`src/rtl/interval_timer.sv`:
```
module interval_timer #(
  parameter int CNT_W    = 16,
  parameter int CODE_W   = 3,
  parameter int MAX_CODE = 5
) (
  input  logic              clk,
  input  logic              rst_n,
  input  logic              slow_tick,
  input  logic [CODE_W-1:0] div_code,
  input  logic [CNT_W-1:0]  reload_val,
  input  logic              irq_clear,
  output logic              base_tick,
  output logic              period_tick,
  output logic              irq_pending
);
  localparam int PS_W = MAX_CODE;

  logic [CODE_W-1:0] code_q;
  logic [PS_W-1:0]   ps_cnt;
  logic [CNT_W-1:0]  t_cnt;
  logic              irq_q;

  logic [CODE_W-1:0] sel;
  logic [PS_W-1:0]   mask;
  logic              code_chg;
  logic [CNT_W-1:0]  reload_eff;

  assign sel        = (div_code > CODE_W'(MAX_CODE)) ? CODE_W'(MAX_CODE) : div_code;
  assign mask       = ~({PS_W{1'b1}} << sel);
  assign code_chg   = (div_code != code_q);
  assign reload_eff = (reload_val == '0) ? CNT_W'(1) : reload_val;

  assign base_tick   = slow_tick & ~code_chg & ((ps_cnt & mask) == mask);
  assign period_tick = base_tick & (t_cnt == '0);
  assign irq_pending = irq_q;

  always_ff @(posedge clk) begin
    if (!rst_n) begin
      code_q <= '0;
      ps_cnt <= '0;
    end else begin
      code_q <= div_code;
      if (code_chg)       ps_cnt <= '0;
      else if (slow_tick) ps_cnt <= ps_cnt + PS_W'(1);
    end
  end

  always_ff @(posedge clk) begin
    if (!rst_n)         t_cnt <= '1;
    else if (base_tick) t_cnt <= (t_cnt == '0) ? reload_eff : t_cnt - CNT_W'(1);
  end

  always_ff @(posedge clk) begin
    if (!rst_n)           irq_q <= 1'b0;
    else if (period_tick) irq_q <= 1'b1;
    else if (irq_clear)   irq_q <= 1'b0;
  end
endmodule


```
`config.mk`:
```
export PLATFORM = sky130hd
export DESIGN_NAME = interval_timer
export DESIGN_NICKNAME = d
export VERILOG_FILES = /design/src/rtl/interval_timer.sv
export SDC_FILE = /design/constraint.sdc
export NUM_CORES = 1
export LEC_CHECK = 0
export ABC_AREA = 1
export BUFFER_PORTS_ARGS = -buffer_cell sky130_fd_sc_hd__clkbuf_2
export CAP_MARGIN = 20
export CORE_ASPECT_RATIO = 0.7
export CORE_UTILIZATION = 36
export CTS_CLUSTER_SIZE = 10
export DETAILED_ROUTE_END_ITERATION = 16
export GPL_ROUTABILITY_DRIVEN = 0
export GPL_TIMING_DRIVEN = 0
export PLACE_DENSITY = 0.62
export SETUP_SLACK_MARGIN = 0.5
export SYNTH_ARGS = -nofsm -noshare
export SYNTH_HDL_FRONTEND = slang
export SYNTH_SLANG_ARGS = --single-unit
export TNS_END_PERCENT = 30
```
`constraint.sdc`:
```
create_clock -name clk -period 1.5 [get_ports clk]
set_input_delay 0.45 -clock clk [delete_from_list [all_inputs] [get_ports clk]]
set_output_delay 0.45 -clock clk [all_outputs]
set_load 0.01 [all_outputs]
```
======== After elaboration in Yosys (flattened, before gate mapping) ========
Cells that the tools add are included.
cells by class
  reductions and logical operators ........ 4
  shift operators ......................... 1
  multipliers ............................. 0
  add/sub/neg operators ................... 2
  equality and inequality tests ........... 2
  bitwise logic cells ..................... 7
  order comparisons ....................... 1
  multiplexer cells ....................... 5
  divide/modulo/power cells ............... 0
operators by type and width
  kind                                                 number
  zero test 16 bit                                     2
  two-way mux 16 bit                                   2
  subtractor 16 x 1 -> 16 bit (second input constant)  1
  adder 5 x 1 -> 5 bit (second input constant)         1
  AND 5 bit                                            1
  equality test 5 bit                                  1
  inverter 5 bit                                       1
  left shift 5 x 3 -> 5 bit (first input constant)     1
  AND 1 bit                                            3
  > comparator 3 bit (second input constant)           1
  two-way mux 3 bit                                    1
  inequality test 3 bit                                1
  two-way mux 1 bit                                    2
  inverter 1 bit                                       2
  nonzero test 2 bit                                   1
  OR reduction 2 bit                                   1
storage, ports and cells
  bits in read-only memories .............. 0
  bits of input ports ..................... 23
  bits in registers ....................... 25
  memories kept ........................... 0
  bits in latches ......................... 0
  bits in writable memories ............... 0
  word-level logic and storage cells ...... 26
  output and inout bits ................... 3

======== Logic depth before layout (Yosys ltp) ========
Gate-level depths: netlist of the first run.
  depth in word-level cells ............... 9
  gate-level depth with buffers ........... 10
  depth with buffers taken out ............ 10

======== Worst setup path before layout of the first run ========
No wires, ideal clock.
  path type ............................... register -> output
  start ................................... register t_cnt[0]
  end ..................................... output period_tick
  buffers on the path ..................... 0
  arrival time ............................ 1.161 ns
  data required time ...................... 1.050 ns
  stages on the path, launching flop included .. 9
  setup slack ............................. -0.111 ns
  cell sequence ........................... dfxtp_1 inv_1 ha_1 nand2_1 nor2_2 nand2_4 inv_2 nand3_1 inv_1
between the ends
  longest elaborated chain between the ends .. 2
RTL lines
  item                    line  RTL
  start, declared         20    logic [CNT_W-1:0] t_cnt;
  start signal, assigned  50    else if (base_tick) t_cnt <= (t_cnt == '0) ? reload_eff : t_cnt - CNT_W'(1);
  zero test 16 bit        34    assign period_tick = base_tick & (t_cnt == '0);
  AND 1 bit               34
  end, declared           13    output logic period_tick,
No other way between the ends.

======== Final worst setup path of the first run ========
  start ................................... register t_cnt[14]
  end ..................................... output period_tick
Same word-level chain as after synthesis.

==> impl_metrics.json, run 1 <==
{
  "status": "complete, but fails checks",
  "violations": "negative setup slack",
  "crit_arrival_ns": 1.39,
  "max-slew-margin-rel_pct": 76.0,
  "yosys.cell_count.top_type": "nand2_1",
  "cpMaxStageDelayCell": "dfxtp_1",
  "synth_edf_count": 0,
  "finalClockSkew_ns": 0.00365,
  "path_cells": "nor2_2, nand2_2, nor2_4, nand2_4, inv_8, nand3_4, inv_2, buf_6",
  "clkTransAtPathRegs_ns": 0.10,
  "finalCritPeriodShare_pct": 122,
  "dpl.hpwl_um": 3610,
  "syn-num-nets": 330,
  "synthMuxAreaShare_pct": 0.553,
  "io_buffers": 25,
  "grt_util_all_layers_pct": 21.3,
  "io_pins": 26,
  "grt_pass1_vias": 1787,
  "synthCells": 304,
  "initial_utilization_pct": 37.6,
  "die_x_um": 86.7,
  "ys.flop_type": "dfxtp_1",
  "whs_path_depth": 4,
  "finalHoldViolations": 0,
  "fp.dieH_um": 61.3,
  "place_area_mm2": 0.00212,
  "async_flop_share_pct": 0,
  "final_core_util_pct": 51.2,
  "combPwrFrac_pct": 12.0,
  "p_int_mw": 0.910,
  "ys_seq_area_share_pct": 27.7,
  "drt_iter0_markers": 182,
  "crit_path_end_kind": "primary output",
  "p_total_mw": 1.24,
  "critPathLaunchType": "register",
  "clock_latency_ns": 0.28,
  "grt_max_degree": 15,
  "ant_nets": 0,
  "criticalPathCategory": "reg2out",
  "syn_area_per_cell_um2": 5.95,
  "cts_buffers": 3,
  "p_leak_nw": 1.08,
  "clockRootBuffer": "clkbuf_8",
  "first_pass_iters": 4,
  "cap_viol_max_count": 0,
  "p_per_area_mw_per_mm2": 504,
  "max-vdd-ir-drop_mv": 0.475,
  "final_nets": 376,
  "synth_top_family_by_area": "simple AND/OR/NAND/NOR gates",
  "tritoncts": "done",
  "synth_compound_area_share_pct": 4.77,
  "avgViaCountPerCell": 4.68,
  "timing.fmax_mhz": 544,
  "synth_seq_cells": 25,
  "critPathRequiredTime_ns": 1.05,
  "power.switching_mw": 0.332,
  "synth.distinct_cells": 27,
  "reg2regPathDepth": 11,
  "wl_per_cell_um": 12.2,
  "finalSetupTns_ns": -0.699,
  "synth_fa_ha_area_share_pct": 2.07,
  "placementRows": 21,
  "overflow": 0,
  "h-tree-depth": 1,
  "synthSimpleGateAreaFrac_pct": 53.0,
  "finalMaxSlewViolations": 0,
  "setup_ws_ns": -0.337,
  "hold_path_class": "in2reg",
  "core_area_mm2": 0.00481,
  "clock_path_buffers": 2,
  "yosys-top-cells-area": "dfxtp_1 (28%), nand2_1 (24%), nor2_1 (8.7%)",
  "yosys.area.top_type_share_pct": 27.7,
  "p_sw_share_pct": 26.7,
  "cts_sinks": 25,
  "area_growth_pct": 36.1,
  "dieArea_mm2": 0.00532,
  "worstPathMaxFanout": 5,
  "fin_crit_ns": 1.84,
  "yosysTopAreaCell": "dfxtp_1",
  "synth_area_mm2": 0.00181,
  "grt_pass1_wl_um": 8380,
  "vias": 1955,
  "drcViolationCount": 0,
  "final_area_mm2": 0.00246,
  "cp_slowest_stage_delay_ns": 0.36,
  "tightest_slew_ns": 0.358,
  "drive_gt1_share_pct": 38.1,
  "setup_viol": 4,
  "hold_buffers": 0,
  "routed_wirelength_um": 5080,
  "synthXorXnorAreaFrac_pct": 2.90,
  "p_clk_share_pct": 34.1,
  "p_seq_share_pct": 53.9,
  "hold_slack_ns": 0.400,
  "rsz0062_at_grt": "yes",
  "synthTopCellsByCount": "nand2_1 (116), nor2_1 (42), nand3_1 (29)",
  "nFillCells": 494,
  "num_antenna_cells": 0,
  "antenna_found_initial": 0,
  "synth_warnings": 0
}
## per-layer routing
metal | GRT usage, % | vias up | wire [um]
met5 | 0 | - | 0
met3 | 4.42 | 7 | 359
met4 | 5.00 | 0 | 63
met2 | 33.9 | 58 | 2030
met1 | 30.1 | 849 | 2630
li1 | - | 1041 | -
## kinds of logic after synthesis
group	after synthesis
adder cells (fa/ha/maj)	3
flip-flops	25
XOR/XNOR	6
AO/OA/AOI/OAI	16
multiplexers	1
buffers and inverters	35
AND/OR/NAND/NOR	218
## what timing repair did
item | CTS | global route
pin swaps | 11 | 11
setup buffers | 10 | 6
cloned | 0 | 0
gates resized for setup | 38 | 27
setup endpoints to repair | 25 | 27
hold endpoints to repair | 0 | 0
## state kept, by name, summed over array words and instances, names as in the netlist
register,cells
ps_cnt,5
code_q,3
irq_pending,1
t_cnt,16
## area by class of cell
class / instances / area (um2) / area share, %
plain buffers: 5 / 50.0 / 2.03
inverters: 30 / 151 / 6.15
clock inverters: 1 / 5.00 / 0.203
well taps: 69 / 86.3 / 3.51
clock buffers: 3 / 41.3 / 1.68
flip-flops and latches: 25 / 536 / 21.7
multi-input cells: 244 / 1310 / 53.0
repair buffers: 41 / 288 / 11.7
## through the flow
stage	worst slack (ns)	instances
3_5_place_dp	-0.483	398
5_1_grt	-0.424	418
4_1_cts	-0.386	412
3_3_place_gp	-0.459	398
6_report	-0.337	418
2_1_floorplan	0.0314	304
## critical path: cells and delay by family, from the launching register on
| kind | cells | cell delay, ns |
|---|---|---|
| flip-flops | 1 | 0.36 |
| buffers and inverters | 3 | 0.22 |
| AND/OR/NAND/NOR | 5 | 0.53 |
## worst paths after layout
check                                   end        start  slack (ns)
worst max register to register    t_cnt[12]     t_cnt[0]       -0.02
worst min-delay path            irq_pending    irq_clear        0.40
worst min register to register  irq_pending  irq_pending        0.47
worst max-delay path            period_tick    t_cnt[14]       -0.34
## cells in the final DEF, fill, tap and decap left out, types with 2 or more instances in the layout
cell,synthesis,layout
buf_4,0,14
a21oi_1,10,5
nand2_4,1,2
o21ai_1,0,2
nand3_1,29,28
dfxtp_2,0,16
clkbuf_4,0,3
buf_6,4,8
nand3_2,2,2
a21oi_2,1,6
dfxtp_4,0,4
nand4_1,3,3
nor2_1,42,34
clkbuf_2,0,20
nand2_2,4,18
nand2_1,116,101
clkinv_2,1,2
dfxtp_1,25,5
inv_1,26,19
nand3b_1,5,5
nor2_4,2,12
clkbuf_8,0,3
xnor2_1,3,3
nor2_2,12,10
inv_12,0,2
o21ai_0,4,2
inv_2,2,5
xor2_1,3,3
## power groups by stage
| stage | clock network [mW] | logic, mW | registers (mW) |
|---|---|---|---|
| final | 0.424 | 0.149 | 0.670 |
| after global routing | 0.471 | 0.165 | 0.671 |
| after CTS | 0.438 | 0.143 | 0.673 |
| after detailed placement | 0 | 0.133 | 0.691 |
| after global placement | 0 | 0.131 | 0.690 |
| after floorplan | 0 | 0.0711 | 0.690 |
(Power assumes the default switching activity.)
==> inputs of run 2 (changes only) <==
==> constraint.sdc (replaced) <==
create_clock -name clk -period 1.5 [get_ports clk]
set_input_delay 0.15 -clock clk [delete_from_list [all_inputs] [get_ports clk]]
set_output_delay 0.15 -clock clk [all_outputs]
set_load 0.01 [all_outputs]
==> run 2 against run 1 <==
  * The flow now finishes without violations
  * Critical path depth is 1 higher
  * Power is 0.37% lower
  * Combinational power hardly changed
  * Final area is 7.3% higher
  * Die area stayed put
  * Clock-buffer cell count stayed put
  * Worst setup slack better by 0.34 ns
  * Flip-flop and latch count stayed put
  * Sequential share of layout area is 0.67 points lower
  * Clock power is 3% higher
  * Highest routed layer unchanged
==> impl_metrics.json, run 2 (synthesis gave the netlist of run 1 again) <==
{
  "status": "complete, no violations",
  "ant_nets": 0,
  "hold_path_class": "in2reg",
  "hold_buffers": 0,
  "setup_viol": 0,
  "clock_path_buffers": 2,
  "power.switching_mw": 0.344,
  "grt_pass1_wl_um": 8670,
  "finalCritPeriodShare_pct": 99.8,
  "p_int_mw": 0.893,
  "tritoncts": "done",
  "core_area_mm2": 0.00481,
  "drive_gt1_share_pct": 43.7,
  "die_x_um": 86.7,
  "wl_per_cell_um": 13.0,
  "fin_crit_ns": 1.50,
  "worstPathMaxFanout": 2,
  "rsz0062_at_grt": "yes",
  "finalSetupTns_ns": 0,
  "critPathLaunchType": "register",
  "antenna_found_initial": 0,
  "grt_util_all_layers_pct": 21.8,
  "crit_end": "period_tick",
  "regMostFlops": "t_cnt",
  "final_cells": 428,
  "num_antenna_cells": 0,
  "io_pins": 26,
  "clock_latency_ns": 0.28,
  "fp.dieH_um": 61.3,
  "area_growth_pct": 46.0,
  "h-tree-depth": 1,
  "r2r_setup_slack_ns": 0.04,
  "vias": 2068,
  "initial_utilization_pct": 37.6,
  "dieArea_mm2": 0.00532,
  "reg2regPathDepth": 8,
  "use_met2_pct": 33.2,
  "p_clk_share_pct": 35.3,
  "clkTransAtPathRegs_ns": 0.10,
  "p_total_mw": 1.24,
  "placementRows": 21,
  "finalClockSkew_ns": 0.00869,
  "grt_pass1_vias": 1815,
  "final_core_util_pct": 54.9,
  "top_usage_layer": "met2",
  "drcViolationCount": 0,
  "crit_arrival_ns": 1.35,
  "layout_common_cells": "nand2_1 (96), nor2_1 (33), clkbuf_2 (23), buf_4 (23)",
  "hold_slack_ns": 0.0987,
  "final_nets": 386,
  "tightest_slew_ns": 0.509,
  "dpl.hpwl_um": 3660,
  "dp_cells": 398,
  "p_leak_nw": 1.17,
  "timing.fmax_mhz": 668,
  "cts_sinks": 25,
  "routed_wirelength_um": 5580,
  "grt_max_degree": 15,
  "max-vdd-ir-drop_mv": 0.333,
  "place_area_mm2": 0.00208,
  "io_buffers": 25,
  "finalMaxSlewViolations": 0,
  "first_pass_iters": 4,
  "grtUsageMet3_pct": 4.16,
  "crit_path_end_kind": "primary output",
  "finalHoldViolations": 0,
  "nFillCells": 482,
  "overflow": 0,
  "place_ws_ns": 0.0310,
  "largest_register_ffs": 16,
  "reg_top3": "t_cnt x16, ps_cnt x5, code_q x3",
  "cts_buffers": 3,
  "avgViaCountPerCell": 4.83,
  "p_per_area_mw_per_mm2": 468,
  "critPathRequiredTime_ns": 1.35,
  "hp-start": "irq_clear",
  "cap_viol_max_count": 0,
  "p_sw_share_pct": 27.8,
  "clockRootBuffer": "clkbuf_8",
  "combPwrFrac_pct": 11.8,
  "layout_commonest_cell": "nand2_1",
  "setup_ws_ns": 0.00310,
  "crit_start": "t_cnt[0]",
  "p_seq_share_pct": 53.0,
  "met1_usage_pct": 32.3,
  "r2r_end": "t_cnt[14]",
  "criticalPathCategory": "reg2out",
  "drt_iter0_markers": 129,
  "timing.rr.start": "code_q[0]",
  "final_area_mm2": 0.00264,
  "max-slew-margin-rel_pct": 66.1
}
-- run 2: changes by cell type in the layout (fill, tap and decap cells not counted), moves of 3 or more --
cell,change
nand2_2,+3
nand2_1,-5
dfxtp_4,+8
clkbuf_4,-3
clkbuf_2,+3
dfxtp_2,-7
buf_8,+3
buf_6,-3
nand3_1,-9
buf_4,+9
nand3_2,+8
-- run 2: worst min-delay path by stage --
stage	to	slack (ns)	depth (start not counted)
after CTS	irq_pending	0.10	4
after global routing	irq_pending	0.12	4
after detailed placement	code_q[2]	0.40	3
after floorplan	code_q[0]	0.24	2
final	irq_pending	0.1	4
after global placement	code_q[0]	0.39	3
-- run 2: area by class of cell --
class,count,area (um2),share of cell area [%]
multi-input cells,244,1410,53.4
flip-flops and latches,25,557,21.1
repair buffers,51,362,13.7
inverters,30,124,4.69
well taps,69,86.3,3.27
plain buffers,5,56.3,2.13
clock buffers,3,41.3,1.56
clock inverters,1,5.00,0.189
-- run 2: timing repair --
action                     CTS  global route
cloned                       1             1
buffers inserted            13            11
setup endpoints to repair   24            24
resized for setup           52            47
pin swaps                   22            19
-- run 2: routing by layer --
metal  vias to the layer above  share of wire [%]
li1                       1052                  -
met2                        73                 43
met1                       935                 48
met4                         0                1.3
met3                         8                7.9
met5                         -                  0
-- run 2: worst max-delay path, stage by stage (launching register included) --
cell and delay [ns]:
dfxtp_4 0.38, inv_4 0.06, ha_4 0.12, nand2_2 0.06, nor2_4 0.10, nand2_4 0.08, clkinv_4 0.06, nand3_4 0.05
inv_2 0.05, buf_6 0.09
-- run 2: power by group through the flow --
stage	Sequential (mW)	Clock [mW]	Combinational [mW]
floorplan	0.690	0	0.0606
global placement	0.690	0	0.117
detailed placement	0.691	0	0.118
CTS	0.670	0.438	0.135
global route	0.657	0.472	0.162
finish	0.655	0.436	0.146
==> inputs of run 3 (changes only) <==
Settings changed: BUFFER_PORTS_ARGS -buffer_cell sky130_fd_sc_hd__clkbuf_2 to -buffer_cell sky130_fd_sc_hd__buf_2, SETUP_SLACK_MARGIN 0.5 to 0.02.
==> run 3 against run 2 <==
  * Die area unchanged
  * The run now ends with negative setup slack left
  * Final area down 8.2%
  * Sequential share of layout area up 1.1 points
  * Largest cell class unchanged
  * Clock-buffer cell count unchanged
  * First-iteration DRC count is 44% lower
  * Global-route usage down 0.94 points
  * Critical endpoint unchanged
==> impl_metrics.json, run 3 (synthesis gave the netlist of run 1 again) <==
{
  "worstPathMaxFanout": 3,
  "finalCritPeriodShare_pct": 101,
  "drive_gt1_share_pct": 35.2,
  "die_x_um": 86.7,
  "avgViaCountPerCell": 4.74,
  "antenna_found_initial": 0,
  "finalClockSkew_ns": 0.00650,
  "hold_path_class": "in2reg",
  "power.switching_mw": 0.334,
  "num_antenna_cells": 0,
  "criticalPathCategory": "reg2out",
  "combPwrFrac_pct": 11.5,
  "finalHoldViolations": 0,
  "cap_viol_max_count": 0,
  "grtUsageMet3_pct": 4.42,
  "cpMaxStageDelayCell": "dfxtp_4",
  "cts_sinks": 25,
  "reg_top3": "t_cnt x16, ps_cnt x5, code_q x3",
  "violations": "negative setup slack",
  "timing.rr.start": "code_q[0]",
  "cp_slowest_stage_delay_ns": 0.37,
  "crit_path_end_kind": "primary output",
  "use_met2_pct": 32.2,
  "regMostFlops": "t_cnt",
  "grt_max_degree": 15,
  "r2r_setup_slack_ns": 0.05,
  "vias": 1980,
  "fin_crit_ns": 1.51,
  "first_pass_iters": 4,
  "rsz0062_at_grt": "yes",
  "placementRows": 21,
  "wl_per_cell_um": 12.6,
  "p_clk_share_pct": 34.6,
  "dpl.hpwl_um": 3640,
  "tightest_slew_ns": 0.467,
  "dieArea_mm2": 0.00532,
  "drcViolationCount": 0,
  "critPathMostFrequentCell": "nor2_4",
  "final_nets": 376,
  "grt_util_all_layers_pct": 20.9,
  "top_usage_layer": "met2",
  "routed_wirelength_um": 5270,
  "max-vdd-ir-drop_mv": 0.372,
  "p_leak_nw": 1.06,
  "initial_utilization_pct": 37.6,
  "h-tree-depth": 1,
  "critPathLaunchType": "register",
  "max-slew-margin-rel_pct": 68.9,
  "p_sw_share_pct": 27.0,
  "reg2regPathDepth": 8,
  "drt_iter0_markers": 72,
  "whs_path_depth": 3,
  "cp_num_buf_inv": 3,
  "cts_buffers": 3,
  "largest_register_ffs": 16,
  "grt_pass1_vias": 1680,
  "clockRootBuffer": "clkbuf_8",
  "met1_usage_pct": 30.4,
  "p_seq_share_pct": 53.8,
  "p_per_area_mw_per_mm2": 512,
  "io_buffers": 25,
  "dp_cells": 398,
  "min_to": "code_q[2]",
  "setup_viol": 1,
  "regArea_um2": 538,
  "overflow": 0,
  "crit_arrival_ns": 1.36,
  "core_area_mm2": 0.00481,
  "clkTransAtPathRegs_ns": 0.10,
  "r2r_end": "t_cnt[0]",
  "clock_latency_ns": 0.28,
  "hp-start": "rst_n",
  "tritoncts": "done",
  "grt_pass1_wl_um": 8290,
  "ant_nets": 0,
  "io_pins": 26,
  "multi_input_area_mm2": 0.00130,
  "area_growth_pct": 34.0,
  "status": "complete, but fails checks",
  "hold_slack_ns": 0.108,
  "critPathRequiredTime_ns": 1.35,
  "place_ws_ns": -0.123,
  "p_int_mw": 0.906,
  "setup_ws_ns": -0.0108,
  "clock_path_buffers": 2,
  "final_cells": 418,
  "layout_commonest_cell": "nand2_1",
  "cp_top_family": "simple AND/OR/NAND/NOR gates",
  "fp.dieH_um": 61.3,
  "timing.fmax_mhz": 662,
  "finalMaxSlewViolations": 0,
  "path_cells": "nor2_4, nand2_2, nor2_4, nand2_4, inv_6, nand3_4, inv_2, buf_6",
  "layout_common_cells": "nand2_1 (105), nor2_1 (35), nand3_1 (28)",
  "nFillCells": 503
}
-- run 3: cell count changes in the layout (fill, tap and decap cells not counted), sizes merged --
cell / change
clkinv: -1
buf: +14
inv: +1
clkbuf: -24
-- run 3: worst max path at each step --
stage | start | to | cells past startpoint
after global placement | t_cnt[0] | period_tick | 9
after CTS | t_cnt[1] | period_tick | 9
after floorplan | t_cnt[0] | t_cnt[2] | 10
final | t_cnt[11] | period_tick | 8
after detailed placement | t_cnt[0] | period_tick | 9
after global routing | t_cnt[11] | period_tick | 8
-- run 3: area by class of cell --
| type | instances | share of cell area (%) |
|---|---|---|
| Buffer | 5 | 2.17 |
| Clock buffer | 3 | 1.70 |
| Clock inverter | 1 | 0.206 |
| Inverter | 30 | 5.01 |
| Multi-Input combinational cell | 244 | 53.7 |
| Sequential cell | 25 | 22.2 |
| Tap cell | 69 | 3.56 |
| Timing Repair Buffer | 41 | 11.5 |
-- run 3: power groups by stage --
| stage | clock [mW] | combinational, mW | sequential (mW) |
|---|---|---|---|
| after floorplan | 0 | 0.0604 | 0.689 |
| after global placement | 0 | 0.114 | 0.690 |
| after detailed placement | 0 | 0.117 | 0.690 |
| after CTS | 0.443 | 0.126 | 0.672 |
| after global routing | 0.475 | 0.161 | 0.669 |
| final | 0.429 | 0.143 | 0.668 |
-- run 3: metal layers --
layer	share of wire [%]	wire [um]	vias up
met5	0	0	-
met1	50	2650	882
met2	41	2180	57
li1	-	-	1036
met4	0.51	27	0
met3	7.7	404	5
-- run 3: metrics by stage --
stage,setup TNS [ns],instance area (um2),utilization [%],power [mW]
after detailed placement,-0.215,2020,42.0,0.808
after floorplan,0,1810,-,0.750
after global routing,-0.557,2420,50.4,1.30
after CTS,-0.0221,2270,47.3,1.24
after global placement,-0.162,2020,42.0,0.805
final,-0.0108,2420,50.4,1.24
-- run 3: worst min-delay path, stage by stage --
cell	delay (ns)
buf_2	0.12
nand2_1	0.06
inv_1	0.04
-- run 3: repair_timing --
action / 4_1_cts / 5_1_grt
gates cloned: 0 / 1
setup endpoints to repair: 12 / 18
setup buffers: 9 / 6
hold buffers: 0 / 0
gates resized for setup: 50 / 30
pin swaps: 9 / 13
